### src/rtl/lcdpwr_pkg.sv
package lcdpwr_pkg;
  localparam int unsigned DATA_W = 8;
  localparam int unsigned ADDR_W = 4;

  localparam logic [ADDR_W-1:0] ADDR_DMODE = 4'h0;
  localparam logic [ADDR_W-1:0] ADDR_PSAVE = 4'h1;

  localparam int unsigned DMODE_BITS = 7;
  localparam int unsigned PSAVE_BITS = 4;

  localparam int unsigned PS_SWSUSP = 0;
  localparam int unsigned PS_PWRDIS = 3;

  typedef enum logic [1:0] {
    ST_ON           = 2'd0,
    ST_PWR_OFF_WAIT = 2'd1,
    ST_SUSPENDED    = 2'd2,
    ST_SIG_ON_WAIT  = 2'd3
  } lps_state_e;
endpackage

### src/rtl/lcdpwr_sync.sv
module lcdpwr_sync #(
  parameter int unsigned STAGES  = 2,
  parameter logic        RST_VAL = 1'b1
) (
  input  logic clk,
  input  logic rst_n,
  input  logic din,
  output logic dout
);
  logic [STAGES-1:0] shreg;

  always_ff @(posedge clk or negedge rst_n) begin
    if (!rst_n) shreg <= {STAGES{RST_VAL}};
    else        shreg <= {shreg[STAGES-2:0], din};
  end

  assign dout = shreg[STAGES-1];

  a_r4_sync_delay: assert property (@(posedge clk) disable iff (!rst_n)
    $past(shreg[0]) == shreg[1]);
endmodule

### src/rtl/lcdpwr_regs.sv
module lcdpwr_regs
  import lcdpwr_pkg::*;
(
  input  logic              clk,
  input  logic              rst_n,
  input  logic              we,
  input  logic [ADDR_W-1:0] addr,
  input  logic [DATA_W-1:0] wdata,
  output logic [DATA_W-1:0] rdata,
  output logic [DMODE_BITS-1:0] dmode,
  output logic [PSAVE_BITS-1:0] psave
);
  always_ff @(posedge clk or negedge rst_n) begin
    if (!rst_n) begin
      dmode <= '0;
      psave <= '0;
    end else if (we) begin
      if (addr == ADDR_DMODE) dmode <= wdata[DMODE_BITS-1:0];
      if (addr == ADDR_PSAVE) psave <= wdata[PSAVE_BITS-1:0];
    end
  end

  always_comb begin
    rdata = '0;
    unique case (addr)
      ADDR_DMODE: rdata[DMODE_BITS-1:0] = dmode;
      ADDR_PSAVE: rdata[PSAVE_BITS-1:0] = psave;
      default:    rdata = '0;
    endcase
  end

  a_r8_psave_upper_zero: assert property (@(posedge clk) disable iff (!rst_n)
    (addr == ADDR_PSAVE) |-> (rdata[DATA_W-1:PSAVE_BITS] == '0));
  a_r9_dmode_top_zero: assert property (@(posedge clk) disable iff (!rst_n)
    (addr == ADDR_DMODE) |-> (rdata[DATA_W-1] == 1'b0));
  a_r12_stray_write: assert property (@(posedge clk) disable iff (!rst_n)
    (we && addr != ADDR_DMODE && addr != ADDR_PSAVE) |=> ($stable(dmode) && $stable(psave)));
endmodule

### src/rtl/lcdpwr_timer.sv
module lcdpwr_timer #(
  parameter int unsigned SETTLE_TICKS = 500,
  parameter int unsigned TICK_DIV     = 50000
) (
  input  logic clk,
  input  logic rst_n,
  input  logic load,
  input  logic run,
  output logic done
);
  localparam int unsigned DIV_W  = (TICK_DIV > 1) ? $clog2(TICK_DIV) : 1;
  localparam int unsigned TICK_W = $clog2(SETTLE_TICKS + 1);

  logic [DIV_W-1:0]  pre;
  logic [TICK_W-1:0] ticks;
  logic              tick_end;

  assign tick_end = (pre == '0);
  assign done     = run && tick_end && (ticks == TICK_W'(1));

  always_ff @(posedge clk or negedge rst_n) begin
    if (!rst_n) begin
      pre   <= '0;
      ticks <= '0;
    end else if (load) begin
      pre   <= DIV_W'(TICK_DIV - 1);
      ticks <= TICK_W'(SETTLE_TICKS);
    end else if (run) begin
      if (tick_end) begin
        pre <= DIV_W'(TICK_DIV - 1);
        if (ticks != '0) ticks <= ticks - 1'b1;
      end else begin
        pre <= pre - 1'b1;
      end
    end
  end

  a_r10_run_has_ticks: assert property (@(posedge clk) disable iff (!rst_n)
    run |-> (ticks != '0));
endmodule

### src/rtl/lcdpwr_fsm.sv
module lcdpwr_fsm
  import lcdpwr_pkg::*;
#(
  parameter int unsigned SETTLE_TICKS = 500,
  parameter int unsigned TICK_DIV     = 50000
) (
  input  logic       clk,
  input  logic       rst_n,
  input  logic       req,
  input  logic       done,
  output lps_state_e state,
  output logic       start,
  output logic       busy
);
  lps_state_e nxt;

  always_comb begin
    nxt   = state;
    start = 1'b0;
    unique case (state)
      ST_ON: if (req) begin
        nxt   = ST_PWR_OFF_WAIT;
        start = 1'b1;
      end
      ST_PWR_OFF_WAIT: if (done) nxt = ST_SUSPENDED;
      ST_SUSPENDED: if (!req) begin
        nxt   = ST_SIG_ON_WAIT;
        start = 1'b1;
      end
      ST_SIG_ON_WAIT: if (done) nxt = ST_ON;
      default: nxt = ST_ON;
    endcase
  end

  always_ff @(posedge clk or negedge rst_n) begin
    if (!rst_n) state <= ST_ON;
    else        state <= nxt;
  end

  assign busy = (state == ST_PWR_OFF_WAIT) || (state == ST_SIG_ON_WAIT);

  // Independent window counter for the interval checks
  localparam logic [31:0] WAIT_LEN = 32'(SETTLE_TICKS) * 32'(TICK_DIV);
  logic [31:0] wcnt;
  always_ff @(posedge clk or negedge rst_n) begin
    if (!rst_n)      wcnt <= '0;
    else if (start)  wcnt <= '0;
    else if (busy)   wcnt <= wcnt + 1'b1;
  end

  a_r2_interval_exact: assert property (@(posedge clk) disable iff (!rst_n)
    (busy && done) |-> (wcnt == WAIT_LEN - 1));
  a_r2_enter_order: assert property (@(posedge clk) disable iff (!rst_n)
    (state == ST_SUSPENDED) |-> ($past(state) == ST_PWR_OFF_WAIT || $past(state) == ST_SUSPENDED));
  a_r3_exit_order: assert property (@(posedge clk) disable iff (!rst_n)
    (state == ST_ON && $past(state) != ST_ON) |-> ($past(state) == ST_SIG_ON_WAIT));
  a_r7_wait_not_cut: assert property (@(posedge clk) disable iff (!rst_n)
    (state == ST_PWR_OFF_WAIT && !done) |=> (state == ST_PWR_OFF_WAIT));
endmodule

### src/rtl/lcdpwr_seq.sv
module lcdpwr_seq
  import lcdpwr_pkg::*;
#(
  parameter int unsigned SETTLE_TICKS = 500,
  parameter int unsigned TICK_DIV     = 50000,
  parameter int unsigned SYNC_STAGES  = 2
) (
  input  logic        clk,
  input  logic        rst_n,
  input  logic        suspend_n,
  input  logic        reg_we,
  input  logic [3:0]  reg_addr,
  input  logic [7:0]  reg_wdata,
  output logic [7:0]  reg_rdata,
  output logic        panel_pwr_en,
  output logic        panel_sig_en,
  output logic        seq_busy,
  output logic        suspended
);
  logic                  pin_q;
  logic [DMODE_BITS-1:0] dmode;
  logic [PSAVE_BITS-1:0] psave;
  logic                  req, done, start, busy;
  lps_state_e            state;

  lcdpwr_sync #(.STAGES(SYNC_STAGES), .RST_VAL(1'b1)) u_sync (
    .clk(clk), .rst_n(rst_n), .din(suspend_n), .dout(pin_q));

  lcdpwr_regs u_regs (
    .clk(clk), .rst_n(rst_n), .we(reg_we), .addr(reg_addr),
    .wdata(reg_wdata), .rdata(reg_rdata), .dmode(dmode), .psave(psave));

  assign req = psave[PS_SWSUSP] | ~pin_q;

  lcdpwr_fsm #(.SETTLE_TICKS(SETTLE_TICKS), .TICK_DIV(TICK_DIV)) u_fsm (
    .clk(clk), .rst_n(rst_n), .req(req), .done(done),
    .state(state), .start(start), .busy(busy));

  lcdpwr_timer #(.SETTLE_TICKS(SETTLE_TICKS), .TICK_DIV(TICK_DIV)) u_timer (
    .clk(clk), .rst_n(rst_n), .load(start), .run(busy), .done(done));

  assign panel_pwr_en = (state == ST_ON) && !psave[PS_PWRDIS];
  assign panel_sig_en = (state != ST_SUSPENDED);
  assign seq_busy     = busy;
  assign suspended    = (state == ST_SUSPENDED);

  a_r6_pwr_needs_sig: assert property (@(posedge clk) disable iff (!rst_n)
    panel_pwr_en |-> panel_sig_en);
  a_r10_busy_excl: assert property (@(posedge clk) disable iff (!rst_n)
    !(seq_busy && suspended));
  a_r11_pwrdis_off: assert property (@(posedge clk) disable iff (!rst_n)
    psave[PS_PWRDIS] |-> !panel_pwr_en);
endmodule

### config.mk
export PLATFORM = sky130hd
export DESIGN_NAME = lcdpwr_seq
export DESIGN_NICKNAME = d
export VERILOG_FILES = /design/src/rtl/lcdpwr_pkg.sv /design/src/rtl/lcdpwr_sync.sv /design/src/rtl/lcdpwr_regs.sv /design/src/rtl/lcdpwr_timer.sv /design/src/rtl/lcdpwr_fsm.sv /design/src/rtl/lcdpwr_seq.sv
export SDC_FILE = /design/constraint.sdc
export NUM_CORES = 1
export LEC_CHECK = 0
export ABC_AREA = 1
export BUFFER_PORTS_ARGS = -buffer_cell sky130_fd_sc_hd__buf_4
export CAP_MARGIN = 10
export CORE_MARGIN = 8
export CORE_UTILIZATION = 40
export DETAILED_ROUTE_END_ITERATION = 7
export GPL_TIMING_DRIVEN = 0
export PLACE_DENSITY = 0.7
export RECOVER_POWER = 100
export SLEW_MARGIN = 40
export SYNTH_ARGS = -nofsm -noshare
export SYNTH_HDL_FRONTEND = slang
export SYNTH_SLANG_ARGS = --single-unit
### constraint.sdc
create_clock -name clk -period 1.6 [get_ports clk]
set_clock_uncertainty 0.1 [all_clocks]
set_input_delay 0.08 -clock clk [delete_from_list [all_inputs] [get_ports clk]]
set_output_delay 0.08 -clock clk [all_outputs]
set_load 0.05 [all_outputs]
Word level (Yosys, flattened, before mapping)
Index checks and enable logic that the tools add are counted.
- $add $sub $neg: 2
- multiply operators: 0
- divide/modulo/power cells: 0
- $lt $le $gt $ge: 0
- equal/unequal tests: 10
- shift-type cells: 0
- muxes and demuxes: 17
- bitwise operators: 2
- reduce and logical (&&, ||, !) cells: 16
- operators with widths (operator ; number):
    two-way mux 16 bit ; 3
    two-way mux 9 bit ; 4
    zero test 16 bit ; 1
    subtractor 16 x 1 -> 16 bit (second input constant) ; 1
    equality test 9 x 1 -> 1 bit (second input constant) ; 1
    nonzero test 9 bit ; 1
    subtractor 9 x 1 -> 9 bit (second input constant) ; 1
    two-way mux 2 bit ; 4
    inequality test 2 bit (second input constant) ; 4
    one-hot mux 2 bit (4 select lines) ; 1
    one-hot mux 4 bit (2 select lines) ; 1
    nonzero test 2 bit ; 3
    equality test 2 bit (second input constant) ; 2
    equality test 4 x 1 -> 1 bit (second input constant) ; 1
    zero test 4 bit ; 1
    AND reduction 2 bit ; 2
    AND reduction 4 bit ; 1
    logical AND 1 bit ; 3
    two-way mux 3 bit ; 1
    AND reduction 3 bit ; 1
    equality test 2 x 1 -> 1 bit (second input constant) ; 1
    zero test 2 bit ; 1
    two-way mux 1 bit ; 2
    inequality test 2 x 1 -> 1 bit (second input constant) ; 1
    other kinds (5) ; 5
- register bits after elaboration: 40
- bits in latches: 0
- bits in writable memories: 0
- ROM bits: 0
- bits of input ports: 16
- output and inout bits: 12
- logic and storage cells: 53
- memories: 0

Depth between registers and ports, before layout
Gate-level depths: netlist (run 1).
- depth in word-level cells: 6
- mapped depth: 10
- gate-level depth less buffers: 10

Cells and area by module
Synthesis (run 1) repeated with hierarchy kept, for this count alone.
- cell total of the unflattened synthesis: 316
- area, all modules: 2501.1 µm²
- modules (own cells, without submodules) (module ; times used ; cells each ; area an instance (µm²) ; seq. area each (µm²)):
    lcdpwr_timer ; 1 ; 204 ; 1595.3 ; 625.6
    lcdpwr_regs ; 1 ; 75 ; 618.1 ; 275.3
    lcdpwr_fsm ; 1 ; 27 ; 202.7 ; 50.0
    lcdpwr_sync ; 1 ; 2 ; 52.6 ; 52.6
    lcdpwr_seq ; 1 ; 8 ; 32.5 ; 0.0

Worst setup path after synthesis (run 1)
No wires, ideal clock.
- path type: register -> register
- start: register u_fsm.state[0]
- end: register u_timer.pre[6]
- library setup time: 0.124 ns
- data arrival time: 1.835 ns
- required time: 1.376 ns
- setup slack: -0.460 ns
- stages on the path, launching flop included: 11
- buffers on the path: 1
- clock period less this slack: 2.060 ns
- cells stage by stage: dfrtp_1 -> inv_1 -> ha_1 -> nand3_2 -> nand3_4 -> buf_4 -> nand3_1 -> inv_1 -> nand2_1 -> nand2_1 -> nand3_1
- cells in the longest elaborated chain, start to end: 3
- elaborated cells between the ends (all ways): 8
- classes of those cells: eq/ne (3); mux (2); reduce/logical (3)
- RTL lines (what ; RTL line ; source):
    from (decl) ; lcdpwr_fsm.sv:11 ; output lps_state_e state,
    from (signal assigned) ; lcdpwr_fsm.sv:37 ; else state <= nxt;
    equality test 2 bit * ; - ;
    net suspended ; lcdpwr_seq.sv:18 ; output logic suspended
    one-hot mux 1 bit (2 select lines) * ; lcdpwr_fsm.sv:20 ; unique case (state)
    two-way mux 16 bit or nonzero test 2 bit (tied branches) ; - ;
    to (signal assigned) ; lcdpwr_timer.sv:26 ; pre <= DIV_W'(TICK_DIV - 1);
    to (signal assigned) ; lcdpwr_timer.sv:30 ; pre <= DIV_W'(TICK_DIV - 1);
    to (signal assigned) ; lcdpwr_timer.sv:33 ; pre <= pre - 1'b1;
    to (decl) ; lcdpwr_timer.sv:14 ; logic [DIV_W-1:0] pre;
The timed path passes the listed nets; every way through them passes the cells marked *.
A chain may end at the register's enable or synchronous reset.

Final worst setup path (run 1)
- start: register u_fsm.state[1]
- end: register u_timer.ticks[2]
- cells in the longest elaborated chain, start to end: 4
- elaborated cells between the ends (all ways): 11
- classes of those cells: eq/ne (3); mux (2); reduce/logical (6)
- RTL lines (what ; RTL line ; source):
    equality test 2 bit, or another cell as far along ; lcdpwr_fsm.sv:20 ;
    one-hot mux 1 bit (2 select lines) or logical OR 1 bit (tied branches) ; lcdpwr_fsm.sv:20, lcdpwr_fsm.sv:40 ;
    nonzero test 2 bit (no source line) ; - ;
    AND reduction 3 bit (no source line) ; - ;
    to (signal assigned) ; lcdpwr_timer.sv:27 ; ticks <= TICK_W'(SETTLE_TICKS);
    to (signal assigned) ; lcdpwr_timer.sv:31 ; if (ticks != '0) ticks <= ticks - 1'b1;
    to (decl) ; lcdpwr_timer.sv:15 ; logic [TICK_W-1:0] ticks;
Parallel ways exist; a longest one is shown, timed or not.

==> impl_metrics.py, run 1 <==
metrics = {
    "final_layout": {
        "num-fill-cells": 504,
        "layout_overhead_on_the_synthesized_area_pct": 41.4,
        "multi_input_area_sq_mm": 0.00140,
        "antenna_cells_inserted": 0,
        "final_core_util": 0.580,
        "design.final.nets": 419,
        "seq_area_sq_mm": 0.00101,
        "share_of_post_route_cells_with_drive_strength_above_1": 0.333,
    },
    "cts": {
        "cts.root.buffer_cell": "clkbuf_8",
        "cts_tree": "done",
        "clock_sinks": 40,
        "cts_buffers": 5,
        "cts.reportedPaths.clkPinSlew_ns": 0.09,
        "insertion_delay_ns": 0.30,
        "clock_tree.buffer_depth": 2,
        "clock_tree.htree_level_count": 2,
    },
    "critical_path": {
        "crit_path_max_fanout": 8,
        "worst_path_dominant_cell_family": "simple AND/OR/NAND/NOR gates",
        "arrival_ns": 1.83,
        "cp-end-kind": "flop",
        "critical_path_required_ns": 1.74,
        "critical_path_cell_list": "inv_2, ha_4, nand2_4, nand3_4, buf_4, nand2_8, nor2_4, nand2_1, nand2_1",
        "critPathKind": "reg -> reg",
        "crit_path_frequent_cell": "nand2_1",
        "critical-path-slowest-cell": "dfrtp_1",
        "critical_path.max_stage_delay_ns": 0.44,
        "worst_path_buffer_plus_inverter_count": 2,
        "setup.worst_path.start_class": "flop",
    },
    "synthesis": {
        "post-synth-top-area-cell": "dfrtp_1",
        "ys_top_cells_by_area": "dfrtp_1, nand2_1, nor2_1",
        "synth.yosys.seq_area_share": 0.416,
        "synth-main-ff-cell": "dfrtp_1",
        "ys.warnings.count": 0,
        "synthesis.nets": 349,
        "netlist-cell-type-count": 35,
        "synth_enable_flop_cells": 0,
        "async_flop_share": 1.00,
        "post_synth.cell_area_avg_sq_um": 7.43,
        "postSynthCellCount": 325,
        "synth.cell_area_sq_mm": 0.00241,
        "synth.top_cell.area_share": 0.394,
        "ys_seq_elements": 40,
    },
    "place": {
        "globalplace.congestion": 0.814,
        "number_of_port_buffers": 25,
        "place.detailed.hpwl_um": 3830,
    },
    "floorplan": {
        "design.core.area_sq_mm": 0.00589,
        "effective_utilization_at_floorplan": 0.410,
        "chipHeight_um": 93.7,
        "fp-row-count": 28,
        "design.die.area_sq_mm": 0.00878,
        "ios": 28,
        "dieWidth_um": 93.7,
    },
    "timing": {
        "fin_hold_ws_ns": 0.0729,
        "final_min_period_ns": 1.69,
        "finalCritPeriodShare": 1.06,
        "slew_headroom": 0.326,
        "final_max_slew_viol_count": 0,
        "final_hold_fails": 0,
        "rsz0062_at_grt": "yes",
        "postLayoutSetupSlackWorst_ns": -0.0901,
        "max_freq_mhz": 592,
        "tightestPinTransition_ns": 1.01,
        "setup_viol_count_final": 23,
    },
    "power_and_ir_drop": {
        "p_per_cell_area_mw_per_mm2": 719,
        "power_leakage_nw": 1.64,
        "ir_drop_uv": 589,
    },
    "global_route": {
        "overflow": 0,
        "grt_pass1_vias": 2273,
        "gr_usage_total": 0.142,
        "global_route_wire_length_before_repair_um": 9960,
        "grt_start_max_net_pins": 41,
        "antenna_found_initial": 0,
    },
    "flow_run": {
        "maxCapViolations": 0,
    },
    "outcome": {
        "failed_checks": "setup timing",
        "run_status": "finished with violations",
    },
    "detailed_routing": {
        "detail-route-antenna-nets": 0,
        "drc": 0,
        "avg_wl_per_cell_um": 13.0,
        "detail_route.first_pass.iterations": 4,
        "drt-vias-per-instance": 4.94,
        "drt-initial-drc-count": 85,
        "total_via_count_in_the_routed_design": 2329,
        "detail_route.wirelength_um": 6110,
    },
    "worst_hold_path": {
        "min_path_type": "in -> reg",
    },
}
-- stage by stage --
step	instances	cell area, sq um	setup TNS, ns	total power [W]	worst slack, ns
after global routing	471	3410	-4.07	0.00254	-0.193
after global placement	425	2730	-2.92	0.00129	-0.156
after CTS	464	3260	-0.295	0.00248	-0.0366
after detailed placement	425	2730	-3.43	0.00130	-0.189
final	471	3410	-1.04	0.00245	-0.0901
after floorplan	325	2450	-0.166	0.00122	-0.0418
-- logic make-up (layout without fill, tap and decap cells) --
group                      Yosys count  count (layout)  share of synthesized area
and+or+nand+nor                    198             198                      0.377
buffers and inverters               47             118                     0.0808
DFF                                 40              40                      0.416
AOI/OAI and AO/OA                   28              28                     0.0725
adders and majority gates            8               8                     0.0415
xor gates and xnor gates             3               3                     0.0109
other                                1               1                    0.00155
-- synth_stat cells (2+ instances only) --
| cell | instances |
|---|---|
| a21oi_1 | 4 |
| a22o_1 | 3 |
| buf_4 | 2 |
| dfrtp_1 | 38 |
| dfstp_2 | 2 |
| ha_1 | 8 |
| inv_1 | 41 |
| nand2_1 | 95 |
| nand2_2 | 5 |
| nand2_4 | 3 |
| nand3_1 | 29 |
| nand4_1 | 4 |
| nor2_1 | 43 |
| nor2_2 | 4 |
| nor2_4 | 3 |
| nor3_1 | 5 |
| o21ai_0 | 16 |
| or2_2 | 2 |
| xnor2_1 | 2 |
-- cell type report --
type | count | share of cell area
well taps | 75 | 0.0275
inverters | 43 | 0.0506
flip-flops and latches | 40 | 0.295
repair buffers | 63 | 0.159
plain buffers | 4 | 0.0125
clock inverters | 3 | 0.0264
multi-input cells | 238 | 0.410
clock buffers | 5 | 0.0202
-- registers in the layout (all words and copies together) (netlist names) --
name	count
u_timer.pre	16
u_fsm.state	2
u_regs.dmode	7
u_sync.shreg	2
u_timer.ticks	9
u_regs.psave	4
-- worst paths after layout --
path | slack, ns | endpoint | cells after the start | from
max in group asynchronous | 0.31 | u_fsm.state[0] | 2 | rst_n
worst min register to register | 0.26 | u_sync.shreg[1] | 0 | u_sync.shreg[0]
worst min-delay path | 0.07 | u_regs.dmode[4] | 4 | reg_we
worst max-delay path | -0.09 | u_timer.ticks[2] | 9 | u_fsm.state[1]
worst max register to register | -0.09 | u_timer.ticks[2] | 9 | u_fsm.state[1]
min in group asynchronous | 0.39 | u_timer.ticks[4] | 2 | rst_n
-- routing by layer --
metal | global-route usage | part of all wire | routed length (um) | vias to the layer above
met5 | 0 | 0 | 0 | -
met4 | 0.0621 | 0.020 | 123 | 0
met3 | 0.0320 | 0.035 | 215 | 16
met2 | 0.239 | 0.51 | 3100 | 54
met1 | 0.168 | 0.44 | 2670 | 1098
li1 | - | - | - | 1161
-- worst register-to-register path: stages, from the launching register on --
cell and delay [ns]:
dfrtp_1 0.44, inv_2 0.12, ha_4 0.17, nand2_4 0.08, nand3_4 0.13, buf_4 0.15, nand2_8 0.07, nor2_4 0.19
nand2_1 0.10, nand2_1 0.09
-- where the power goes --
group	internal [W]	switching [W]
Sequential	0.00107	0.0000331
Combinational	0.0000767	0.000112
Clock	0.000780	0.000381
Total	0.00193	0.000526
-- what timing repair did --
item | CTS | global route
endpoints found under the setup margin | 27 | 30
hold buffers | 9 | 0
buffers inserted | 22 | 6
hold endpoints to repair | 50 | 0
pin swaps | 35 | 18
gates cloned | 0 | 1
resized for setup | 29 | 29
-- layout by cell type, fill, tap and decap left out, types with 4 or more instances in the layout --
cell	n
nand2_1	90
nand2_2	8
nor2_2	13
inv_2	10
nand4_1	4
nor2_4	7
nor3_1	6
ha_4	5
nand3_1	28
dfrtp_1	36
a21oi_1	4
o21ai_0	12
clkbuf_8	5
inv_1	31
buf_6	5
dlygate4sd3_1	9
buf_4	45
nor2_1	30
Power figures use the tool's default switching activity.
==> inputs of run 2 (changes only) <==
--- a/config.mk
+++ b/config.mk
@@ -14,6 +14,7 @@
 export GPL_TIMING_DRIVEN = 0
 export PLACE_DENSITY = 0.7
 export RECOVER_POWER = 100
+export REMOVE_ABC_BUFFERS = 1
 export SLEW_MARGIN = 40
 export SYNTH_ARGS = -nofsm -noshare
 export SYNTH_HDL_FRONTEND = slang
==> impl_metrics.py, run 2 (same netlist as run 1, synthesis figures left out) <==
metrics = {
    "outcome": {
        "run_status": "finished with violations",
        "failed_checks": "setup timing",
    },
    "global_route": {
        "grt_start_max_net_pins": 41,
        "gr_usage_total": 0.148,
        "antenna_found_initial": 0,
        "overflow": 0,
        "global_route_wire_length_before_repair_um": 10600,
        "grt_pass1_vias": 2410,
    },
    "timing": {
        "slew_headroom": 0.329,
        "postLayoutSetupSlackWorst_ns": -0.121,
        "finalCritPeriodShare": 1.08,
        "tightestPinTransition_ns": 1.01,
        "rsz0062_at_grt": "yes",
        "max_freq_mhz": 581,
        "final_max_slew_viol_count": 0,
        "final_min_period_ns": 1.72,
        "setup_viol_count_final": 20,
        "fin_tns_setup_ns": -1.19,
        "final_hold_fails": 0,
    },
    "final_layout": {
        "layout.cells.most_common": "nand2_1",
        "share_of_post_route_cells_with_drive_strength_above_1": 0.323,
        "post_layout_cell_count": 468,
        "final_core_util": 0.563,
        "layout_top_registers": "u_timer.pre: 16 flops, u_timer.ticks: 9 flops, u_regs.dmode: 7 flops",
        "largest_reg_flops": 16,
        "layout_overhead_on_the_synthesized_area_pct": 37.2,
        "design.final.nets": 416,
        "largest-register": "u_timer.pre",
        "antenna_cells_inserted": 0,
        "layout.cells.most_common_list": "nand2_1, dfrtp_1, buf_4",
    },
    "critical_path": {
        "r2r_start": "u_fsm.state[0]",
        "r2r_worst_path_depth": 6,
        "startpoint": "u_fsm.state[0]",
        "worstReg2RegEnd": "u_timer.pre[2]",
        "timing.reg2reg.setup_slack_ns": -0.12,
        "critical_path_required_ns": 1.67,
        "arrival_ns": 1.79,
        "setup.worst_path.start_class": "flop",
        "crit_path_max_fanout": 5,
        "cp-end-kind": "flop",
        "critPathKind": "reg -> reg",
    },
    "detailed_routing": {
        "drc": 0,
        "drt-initial-drc-count": 167,
        "detail_route.first_pass.iterations": 4,
        "drt-vias-per-instance": 5.12,
        "avg_wl_per_cell_um": 13.7,
        "detail_route.wirelength_um": 6390,
        "total_via_count_in_the_routed_design": 2397,
        "detail-route-antenna-nets": 0,
    },
    "power_and_ir_drop": {
        "power_leakage_nw": 1.59,
        "ir_drop_uv": 591,
        "p_per_cell_area_mw_per_mm2": 593,
    },
    "worst_hold_path": {
        "min_path_type": "in -> reg",
        "hold_path_startpoint": "reg_we",
        "min_delay_path_depth": 4,
        "timing.hold.worst_endpoint": "u_regs.psave[2]",
    },
    "floorplan": {
        "dieWidth_um": 93.7,
        "effective_utilization_at_floorplan": 0.410,
        "fp-row-count": 28,
        "design.die.area_sq_mm": 0.00878,
        "ios": 28,
        "design.core.area_sq_mm": 0.00589,
        "chipHeight_um": 93.7,
    },
    "cts": {
        "cts.root.buffer_cell": "clkbuf_8",
        "cts_tree": "done",
        "clock_tree.buffer_depth": 2,
        "clock_tree.htree_level_count": 2,
        "insertion_delay_ns": 0.31,
        "clock_sinks": 40,
        "cts_buffers": 5,
        "cts.reportedPaths.clkPinSlew_ns": 0.08,
    },
    "place": {
        "detailedPlace.worstSlack_ns": -0.290,
        "number_of_port_buffers": 25,
        "globalplace.congestion": 0.838,
        "dpl.cell_count": 421,
        "place.detailed.hpwl_um": 3680,
    },
    "flow_run": {
        "maxCapViolations": 0,
    },
}
[run 2: cell count changes in the layout (fill, tap and decap cells not counted), sizes merged]
cell | before | now
buf | 54 | 44
clkbuf | 9 | 16
bufinv | 3 | 0
clkinv | 0 | 1
clkinvlp | 1 | 0
inv | 42 | 43
nand2 | 103 | 104
nand3 | 31 | 32
[run 2: worst max-delay path, cell delays in order (launching register included)]
cell	delay, ns
dfrtp_2	0.46
ha_2	0.22
nor2_4	0.19
nand3_2	0.20
buf_4	0.21
nand3_1	0.09
nand3_1	0.11
[run 2: worst max-delay path by stage]
stage	slack, ns	endpoint	cells past startpoint
global route	-0.18	u_timer.pre[11]	10
CTS	-0.07	u_timer.ticks[7]	9
detailed placement	-0.29	u_timer.ticks[7]	10
global placement	-0.26	u_timer.ticks[2]	10
floorplan	-0.42	u_timer.ticks[6]	10
finish	-0.12	u_timer.pre[2]	6
[run 2: power breakdown]
group          internal, W  switching, W  leakage (nW)
sequential         0.00107     0.0000351         0.446
combinational    0.0000711      0.000111          1.10
clock             0.000307      0.000371        0.0422
[run 2: per-layer routing]
metal / GRT usage / wire length (um) / up-vias
met5: 0 / 0 / -
met4: 0.0753 / 247 / 0
met3: 0.0408 / 468 / 26
met2: 0.244 / 3160 / 95
met1: 0.172 / 2510 / 1115
li1: - / - / 1161
[run 2: repair_timing]
item / in CTS / in global routing
pin swaps: 24 / 27
setup endpoints to repair: 28 / 30
hold buffers: 9 / 0
cloned: 2 / 0
endpoints found under the hold margin: 50 / 0
setup buffers: 23 / 5
gates resized for setup: 32 / 39
[run 2: area by class of cell]
type	instances	area, sq um
clock buffers	7	76.3
clock inverters	1	5.00
well taps	75	93.8
inverters	43	174
repair buffers	62	543
fillers	499	2570
flip-flops and latches	40	1010
multi-input cells	240	1420
[run 2: stage by stage]
step	instance area (sq um)	hold slack, ns	power, W
2_1_floorplan	2380	-0.316	0.00121
3_3_place_gp	2670	-0.0106	0.00129
3_5_place_dp	2670	-0.00854	0.00129
4_1_cts	3200	0.115	0.00197
5_1_grt	3310	0.208	0.00204
6_report	3310	0.118	0.00197
